### src/rtl/bcf_pkg.sv
package bcf_pkg;
    localparam int ID_W  = 8;
    localparam int PAY_W = 16;
    localparam int TAG_W = ID_W - 1;
    localparam logic [TAG_W-1:0] NO_GROUP = {TAG_W{1'b1}};

    typedef struct packed {
        logic             mc;
        logic [TAG_W-1:0] tag;
    } rcpt_t;

    typedef struct packed {
        logic             vld;
        rcpt_t            rcpt;
        logic [PAY_W-1:0] pay;
    } frame_t;

    function automatic logic node_hit(rcpt_t r, logic [TAG_W-1:0] node);
        return !r.mc && (r.tag == node);
    endfunction

    function automatic logic group_hit(rcpt_t r, logic [TAG_W-1:0] grp);
        return r.mc && (grp != NO_GROUP) && (r.tag == grp);
    endfunction
endpackage

### src/rtl/bcf_group_reg.sv
module bcf_group_reg
    import bcf_pkg::*;
(
    input  logic             clk,
    input  logic             rst,
    input  logic             wr,
    input  logic [TAG_W-1:0] wdata,
    output logic [TAG_W-1:0] grp
);
    always_ff @(posedge clk) begin
        if (rst)
            grp <= NO_GROUP;
        else if (wr)
            grp <= wdata;
    end
endmodule

### src/rtl/bcf_matcher.sv
module bcf_matcher
    import bcf_pkg::*;
#(
    parameter logic [TAG_W-1:0] NODE_ID = 7'h15
) (
    input  frame_t           frm,
    input  logic [TAG_W-1:0] grp,
    output logic             hit
);
    logic uni, multi;
    always_comb begin
        uni   = node_hit(frm.rcpt, NODE_ID);
        multi = group_hit(frm.rcpt, grp);
        hit   = frm.vld && (uni || multi);
    end
endmodule

### src/rtl/bcf_out_reg.sv
module bcf_out_reg
    import bcf_pkg::*;
(
    input  logic             clk,
    input  logic             rst,
    input  logic             take,
    input  logic [PAY_W-1:0] pay,
    output logic             stb,
    output logic [PAY_W-1:0] data
);
    always_ff @(posedge clk) begin
        if (rst) begin
            stb  <= 1'b0;
            data <= '0;
        end else begin
            stb <= take;
            if (take)
                data <= pay;
        end
    end
endmodule

### src/rtl/bcf_filter.sv
module bcf_filter
    import bcf_pkg::*;
#(
    parameter logic [TAG_W-1:0] NODE_ID = 7'h15
) (
    input  logic             clk,
    input  logic             rst,
    input  logic             frm_valid,
    input  logic [ID_W-1:0]  frm_id,
    input  logic [PAY_W-1:0] frm_data,
    input  logic             grp_wr,
    input  logic [TAG_W-1:0] grp_wdata,
    output logic             acc_stb,
    output logic [PAY_W-1:0] acc_data
);
    frame_t           frm;
    logic [TAG_W-1:0] grp_q;
    logic             hit;

    always_comb begin
        frm.vld  = frm_valid;
        frm.rcpt = rcpt_t'(frm_id);
        frm.pay  = frm_data;
    end

    bcf_group_reg u_grp (
        .clk   (clk),
        .rst   (rst),
        .wr    (grp_wr),
        .wdata (grp_wdata),
        .grp   (grp_q)
    );

    bcf_matcher #(.NODE_ID(NODE_ID)) u_match (
        .frm (frm),
        .grp (grp_q),
        .hit (hit)
    );

    bcf_out_reg u_out (
        .clk  (clk),
        .rst  (rst),
        .take (hit),
        .pay  (frm.pay),
        .stb  (acc_stb),
        .data (acc_data)
    );
endmodule

### config.mk
export PLATFORM = sky130hd
export DESIGN_NAME = bcf_filter
export DESIGN_NICKNAME = d
export VERILOG_FILES = /design/src/rtl/bcf_pkg.sv /design/src/rtl/bcf_group_reg.sv /design/src/rtl/bcf_matcher.sv /design/src/rtl/bcf_out_reg.sv /design/src/rtl/bcf_filter.sv
export SDC_FILE = /design/constraint.sdc
export NUM_CORES = 1
export LEC_CHECK = 0
export BUFFER_PORTS_ARGS = -buffer_cell sky130_fd_sc_hd__buf_2
export CAP_MARGIN = 20
export CORE_ASPECT_RATIO = 0.9
export CORE_MARGIN = 5
export CORE_UTILIZATION = 39
export DETAILED_ROUTE_END_ITERATION = 10
export GPL_ROUTABILITY_DRIVEN = 0
export HOLD_SLACK_MARGIN = 0.1
export MAX_ROUTING_LAYER = met4
export PLACE_DENSITY_LB_ADDON = 0.05
export RECOVER_POWER = 25
export SLEW_MARGIN = 20
export SYNTH_ARGS = -nofsm -noshare
export SYNTH_HDL_FRONTEND = slang
export SYNTH_SLANG_ARGS = --single-unit
### constraint.sdc
create_clock -name clk -period 1.55 [get_ports clk]
set_input_delay 0.31 -clock clk [delete_from_list [all_inputs] [get_ports clk]]
set_output_delay 0.31 -clock clk [all_outputs]
set_load 0.01 [all_outputs]
==> results of run 1 <==
==> cell type report <==
type	count	area (um2)	area share (%)
multi-input cells	64	541.8	36.39
clock buffers	3	22.52	1.513
flip-flops and latches	24	486.7	32.69
inverters	16	60.06	4.034
clock inverters	1	30.03	2.017
repair buffers	55	297.8	20.00
well taps	40	50.05	3.361
==> worst paths after layout <==
path	from	to	slack (ns)	cells after the start
min	grp_wdata[1]	u_grp.grp[1]	0.19	2
min reg2reg	u_out.data[14]	u_out.data[14]	0.48	2
max reg2reg	u_grp.grp[5]	u_out.data[13]	0.1	5
max	u_grp.grp[5]	u_out.data[13]	0.1	5
==> repair_timing <==
| action | in CTS | in global routing |
|---|---|---|
| setup buffers | 0 | 0 |
| endpoints found under the setup margin | 0 | 14 |
| gates resized for setup | 0 | 7 |
==> per-layer routing <==
| layer | global-route usage, % | part of all wire [%] |
|---|---|---|
| met1 | 15.33 | 45 |
| met2 | 20.00 | 48 |
| met3 | 2.778 | 6.2 |
| met4 | 5.217 | 0.65 |
| met5 | - | 0 |
==> state kept, by name (all words and copies together), names as in the netlist <==
name        cells
u_out.stb       1
u_grp.grp       7
u_out.data     16
==> cell usage in the layout (no fill, tap or decap) <==
| cell type | instances |
|---|---|
| a211o_1 | 7 |
| a311o_2 | 1 |
| a31oi_2 | 1 |
| and4_1 | 1 |
| and4b_1 | 1 |
| buf_12 | 1 |
| buf_2 | 51 |
| buf_4 | 3 |
| bufinv_16 | 1 |
| clkbuf_4 | 3 |
| dfxtp_1 | 19 |
| dfxtp_2 | 5 |
| inv_1 | 16 |
| nand2_1 | 1 |
| nand2b_1 | 16 |
| nand4_1 | 1 |
| nor2_1 | 1 |
| nor2b_1 | 7 |
| nor3b_1 | 1 |
| nor4_2 | 2 |
| nor4bb_1 | 1 |
| o22ai_1 | 5 |
| o22ai_2 | 11 |
| xor2_1 | 6 |
| xor2_2 | 1 |
==> power breakdown <==
| part | leakage [nW] | internal, mW | switching, mW |
|---|---|---|---|
| logic | 0.414 | 0.0831 | 0.0690 |
| clock network | 0.0279 | 0.261 | 0.188 |
| registers | 0.194 | 0.633 | 0.0122 |
==> critical path, cell delays in order (launching register included) <==
cell	delay, ns
dfxtp_2	0.35
xor2_1	0.16
nor4_2	0.35
a311o_2	0.24
buf_4	0.17
o22ai_1	0.08
==> cells by family (layout without fill, tap and decap cells) <==
kind of cell	Yosys count	after routing	synth area share (%)
AND/OR/NAND/NOR	32	32	19.86
buffers and inverters	21	75	8.513
flip-flops	24	24	43.59
XOR/XNOR	7	7	5.562
AO/OA/AOI/OAI	25	25	22.47
==> impl_metrics.ini, run 1 <==
[timing]
final.setup.tns_ns = 0
clock.fmax_mhz = 689.6
rsz0062_at_grt = yes
worst_slack_ns = 0.09998
period_minus_slack_ns = 1.450
fin_worst_skew_ns = 0.005443
worst_pin_slew_ns = 0.3005
final_hold_viol_count = 0
whs_ns = 0.1933
slew_viol_final = 0
slew_headroom_pct = 79.80
fin_crit_sh_pct = 93.55
setup_viol_count_final = 0

[power]
p_leak_nw = 0.6355
peakVddDrop_mv = 0.4208
pwr_density_cell_mw_per_mm2 = 837.1
total_power_mw = 1.246

[cells_and_area]
fin_util_pct = 54.64
fin_area_mm2 = 0.001489
finalNonFillerCells = 203
area_growth_syn_to_layout_pct = 35.07
antennaDiodeCount = 0
fillers = 268
nets = 199
drive_gt1_share_pct = 49.08

[logic_synthesis]
synthTopCellsByArea = dfxtp_1 (44%), o22ai_2 (11%), nand2b_1 (9.1%)
async_flop_share_pct = 0
synth_edf_count = 0
syn_avg_cell_area_um2 = 10.11
synth_most_common_cell = dfxtp_1
syn_area_mm2 = 0.001102
synth_ff_type = dfxtp_1
syn-num-nets = 144
yosysSeqAreaShare_pct = 43.59
ys_seq_elements = 24
synth_cells = 109
synth_top_cell_area_share_pct = 43.59
synth_top_area_cell = dfxtp_1
synth.distinct_cells = 20
yosys_warnings = 0
synth_common_cells = dfxtp_1 (24), inv_1 (16), nand2b_1 (16)

[floorplan]
initial_core_util_pct = 40.45
die_w_um = 66.04
die-height_um = 60.44
rows = 18
core_mm2 = 0.002725
die-area_mm2 = 0.003991
ioPinCount = 52

[clock_network]
insertion_delay_ns = 0.31
cts_hold_buf = 0
cts_tree = done
root_buffer = clkbuf_4
cts.sink_count = 24
cts.clk_slew.worst_paths_ns = 0.13
htreeDepth = 1
cts_buffers = 3
cts_buffer_depth = 2

[status]
status = finished clean

[placed_design]
place_hpwl_um = 1807
post-place-ws_ns = -0.003450
dpl-instance-area_mm2 = 0.001416
dp_cells = 199
place.port_buffers = 51

[detailed_routing]
drt_iter0_drc = 17
drc = 0
num_vias = 905
drt_pass1_iterations = 2
viasPerCell = 4.458
drt_wl_total_um = 2293
post_drt_wl_per_cell_um = 11.30
antenna_left = 0

[setup_path]
critPathRequiredTime_ns = 1.76
start_kind = flip-flop
critPathArrivalTime_ns = 1.66
endpoint_kind = flip-flop
crit_fanout = 9
crit_type = reg2reg

[global_routing]
grt-ovfl-total = 0
grt_pass1_vias = 928
grt_usage_pct = 12.50
grt_pass1_wl_um = 3760
grt_max_degree = 25
antenna_found_initial = 0

[job]
maxCapViolCount = 0

[min_path]
hp-class = in2reg
No activity file was read; power rests on OpenSTA's default activity.
==> inputs of run 2 (changes only) <==
CORE_UTILIZATION = 36   (was 39)
==> impl_metrics.ini, run 2 (synthesis results as in run 1) <==
[clock_network]
htreeDepth = 1
cts_buffer_depth = 2
cts_tree = done
root_buffer = clkbuf_4
insertion_delay_ns = 0.31
cts.sink_count = 24
cts.clk_slew.worst_paths_ns = 0.14
cts_hold_buf = 0
cts_buffers = 3
cts_setup_buffers = 0
ctsResizeCount = 0

[cells_and_area]
final_cell_mix = buf_2 (48), dfxtp_1 (24), inv_1 (16), nand2b_1 (16), o22ai_2 (10)
antennaDiodeCount = 0
area_growth_syn_to_layout_pct = 33.60
nets = 198
regMostFlops = u_out.data
fin_util_pct = 49.16
drive_gt1_share_pct = 42.59
largest_reg_flops = 16
final_common_cell = buf_2
top_regs = u_out.data x16, u_grp.grp x7, u_out.stb x1

[timing]
period_minus_slack_ns = 1.469
final_hold_viol_count = 0
worst_pin_slew_ns = 0.2971
slew_viol_final = 0
final.setup.tns_ns = 0
setup_viol_count_final = 0
fin_crit_sh_pct = 94.76
slew_headroom_pct = 80.03
clock.fmax_mhz = 680.9
fin_worst_skew_ns = 0.006511
rsz0062_at_grt = no

[global_routing]
grt_pass1_vias = 946
grt-ovfl-total = 0
use_met3_pct = 3.597
grt_max_degree = 25
grtUsageMet1_pct = 15.46
antenna_found_initial = 0
use_met2_pct = 20.22
busiest_layer = met2
grt_usage_pct = 12.84
grt_pass1_wl_um = 4140

[setup_path]
critPathMaxStageDelay_ns = 0.41
cp_cell_sequence = xor2_1 -> nor4_2 -> a311o_2 -> buf_12 -> o22ai_1
endpoint_kind = flip-flop
crit_fanout = 16
start_kind = flip-flop
cp_slowest_cell = a311o_2
critPathArrivalTime_ns = 1.72
crit_type = reg2reg
critPathRequiredTime_ns = 1.80

[floorplan]
initial_core_util_pct = 36.80
rows = 19
die-height_um = 62.50
die-area_mm2 = 0.004270
core_mm2 = 0.002995
ioPinCount = 52
die_w_um = 68.33

[power]
peakVddDrop_mv = 0.4805
p_leak_nw = 0.6202
pwr_density_cell_mw_per_mm2 = 847.4

[detailed_routing]
drt_pass1_iterations = 3
antenna_left = 0
drt_iter0_drc = 16
viasPerCell = 4.466
drt_wl_total_um = 2390
num_vias = 911
post_drt_wl_per_cell_um = 11.72
drc = 0

[job]
maxCapViolCount = 0

[status]
status = finished clean

[placed_design]
place.port_buffers = 51
place_hpwl_um = 1837

[min_path]
hp-class = in2reg
==> run 2: cell types whose count changed in the layout (fill, tap and decap cells not counted), moves of 2 or more <==
cell	before	now
buf_2	51	48
buf_4	3	1
clkbuf_1	0	3
dfxtp_1	19	24
dfxtp_2	5	0
==> run 2: layout make-up <==
class	count	area [um2]
fill	300	1523
multi-input combinational	64	528.0
sequential	24	480.5
timing repair buffer	54	299.0
inverter	16	60.06
tap	42	52.55
clock inverter	1	30.03
clock buffer	3	22.52
==> run 2: per-stage QoR <==
stage               hold WS (ns)  instances  power [mW]  worst slack (ns)  area (um2)
finish                    0.1936        204       1.248           0.08127        1473
global route              0.1708        204       1.312          0.006090        1473
CTS                       0.1789        204       1.270           0.06223        1476
detailed placement        0.4580        200      0.8122          0.002842        1424
global placement          0.4545        200      0.8094           0.03242        1424
floorplan                 0.4279        109      0.7421            0.1139        1102
==> run 2: power breakdown <==
group	leakage (nW)	switching, mW	internal [mW]
sequential	0.195	0.0118	0.631
clock	0.0279	0.190	0.261
combinational	0.397	0.0700	0.0839
total	0.620	0.272	0.976
==> run 2: layer usage <==
metal | wire length, um | vias to the layer above
met5 | 0 | -
met4 | 16 | 0
met3 | 157 | 2
met2 | 1195 | 27
met1 | 1020 | 403
li1 | - | 479
==> run 2: worst max-delay path, delay by kind of cell (launching register included) <==
family	cells	cell delay, ns
xor gates and xnor gates	1	0.21
DFF	1	0.40
buffers and inverters	1	0.16
and+or+nand+nor	1	0.08
AOI/OAI and AO/OA	2	0.55
==> run 2: final timing paths <==
check,from,to,slack [ns],depth (start not counted)
min reg2reg,u_out.data[12],u_out.data[12],0.48,2
min,grp_wdata[0],u_grp.grp[0],0.19,2
max,u_grp.grp[1],u_out.data[13],0.08,5
max reg2reg,u_grp.grp[1],u_out.data[13],0.08,5
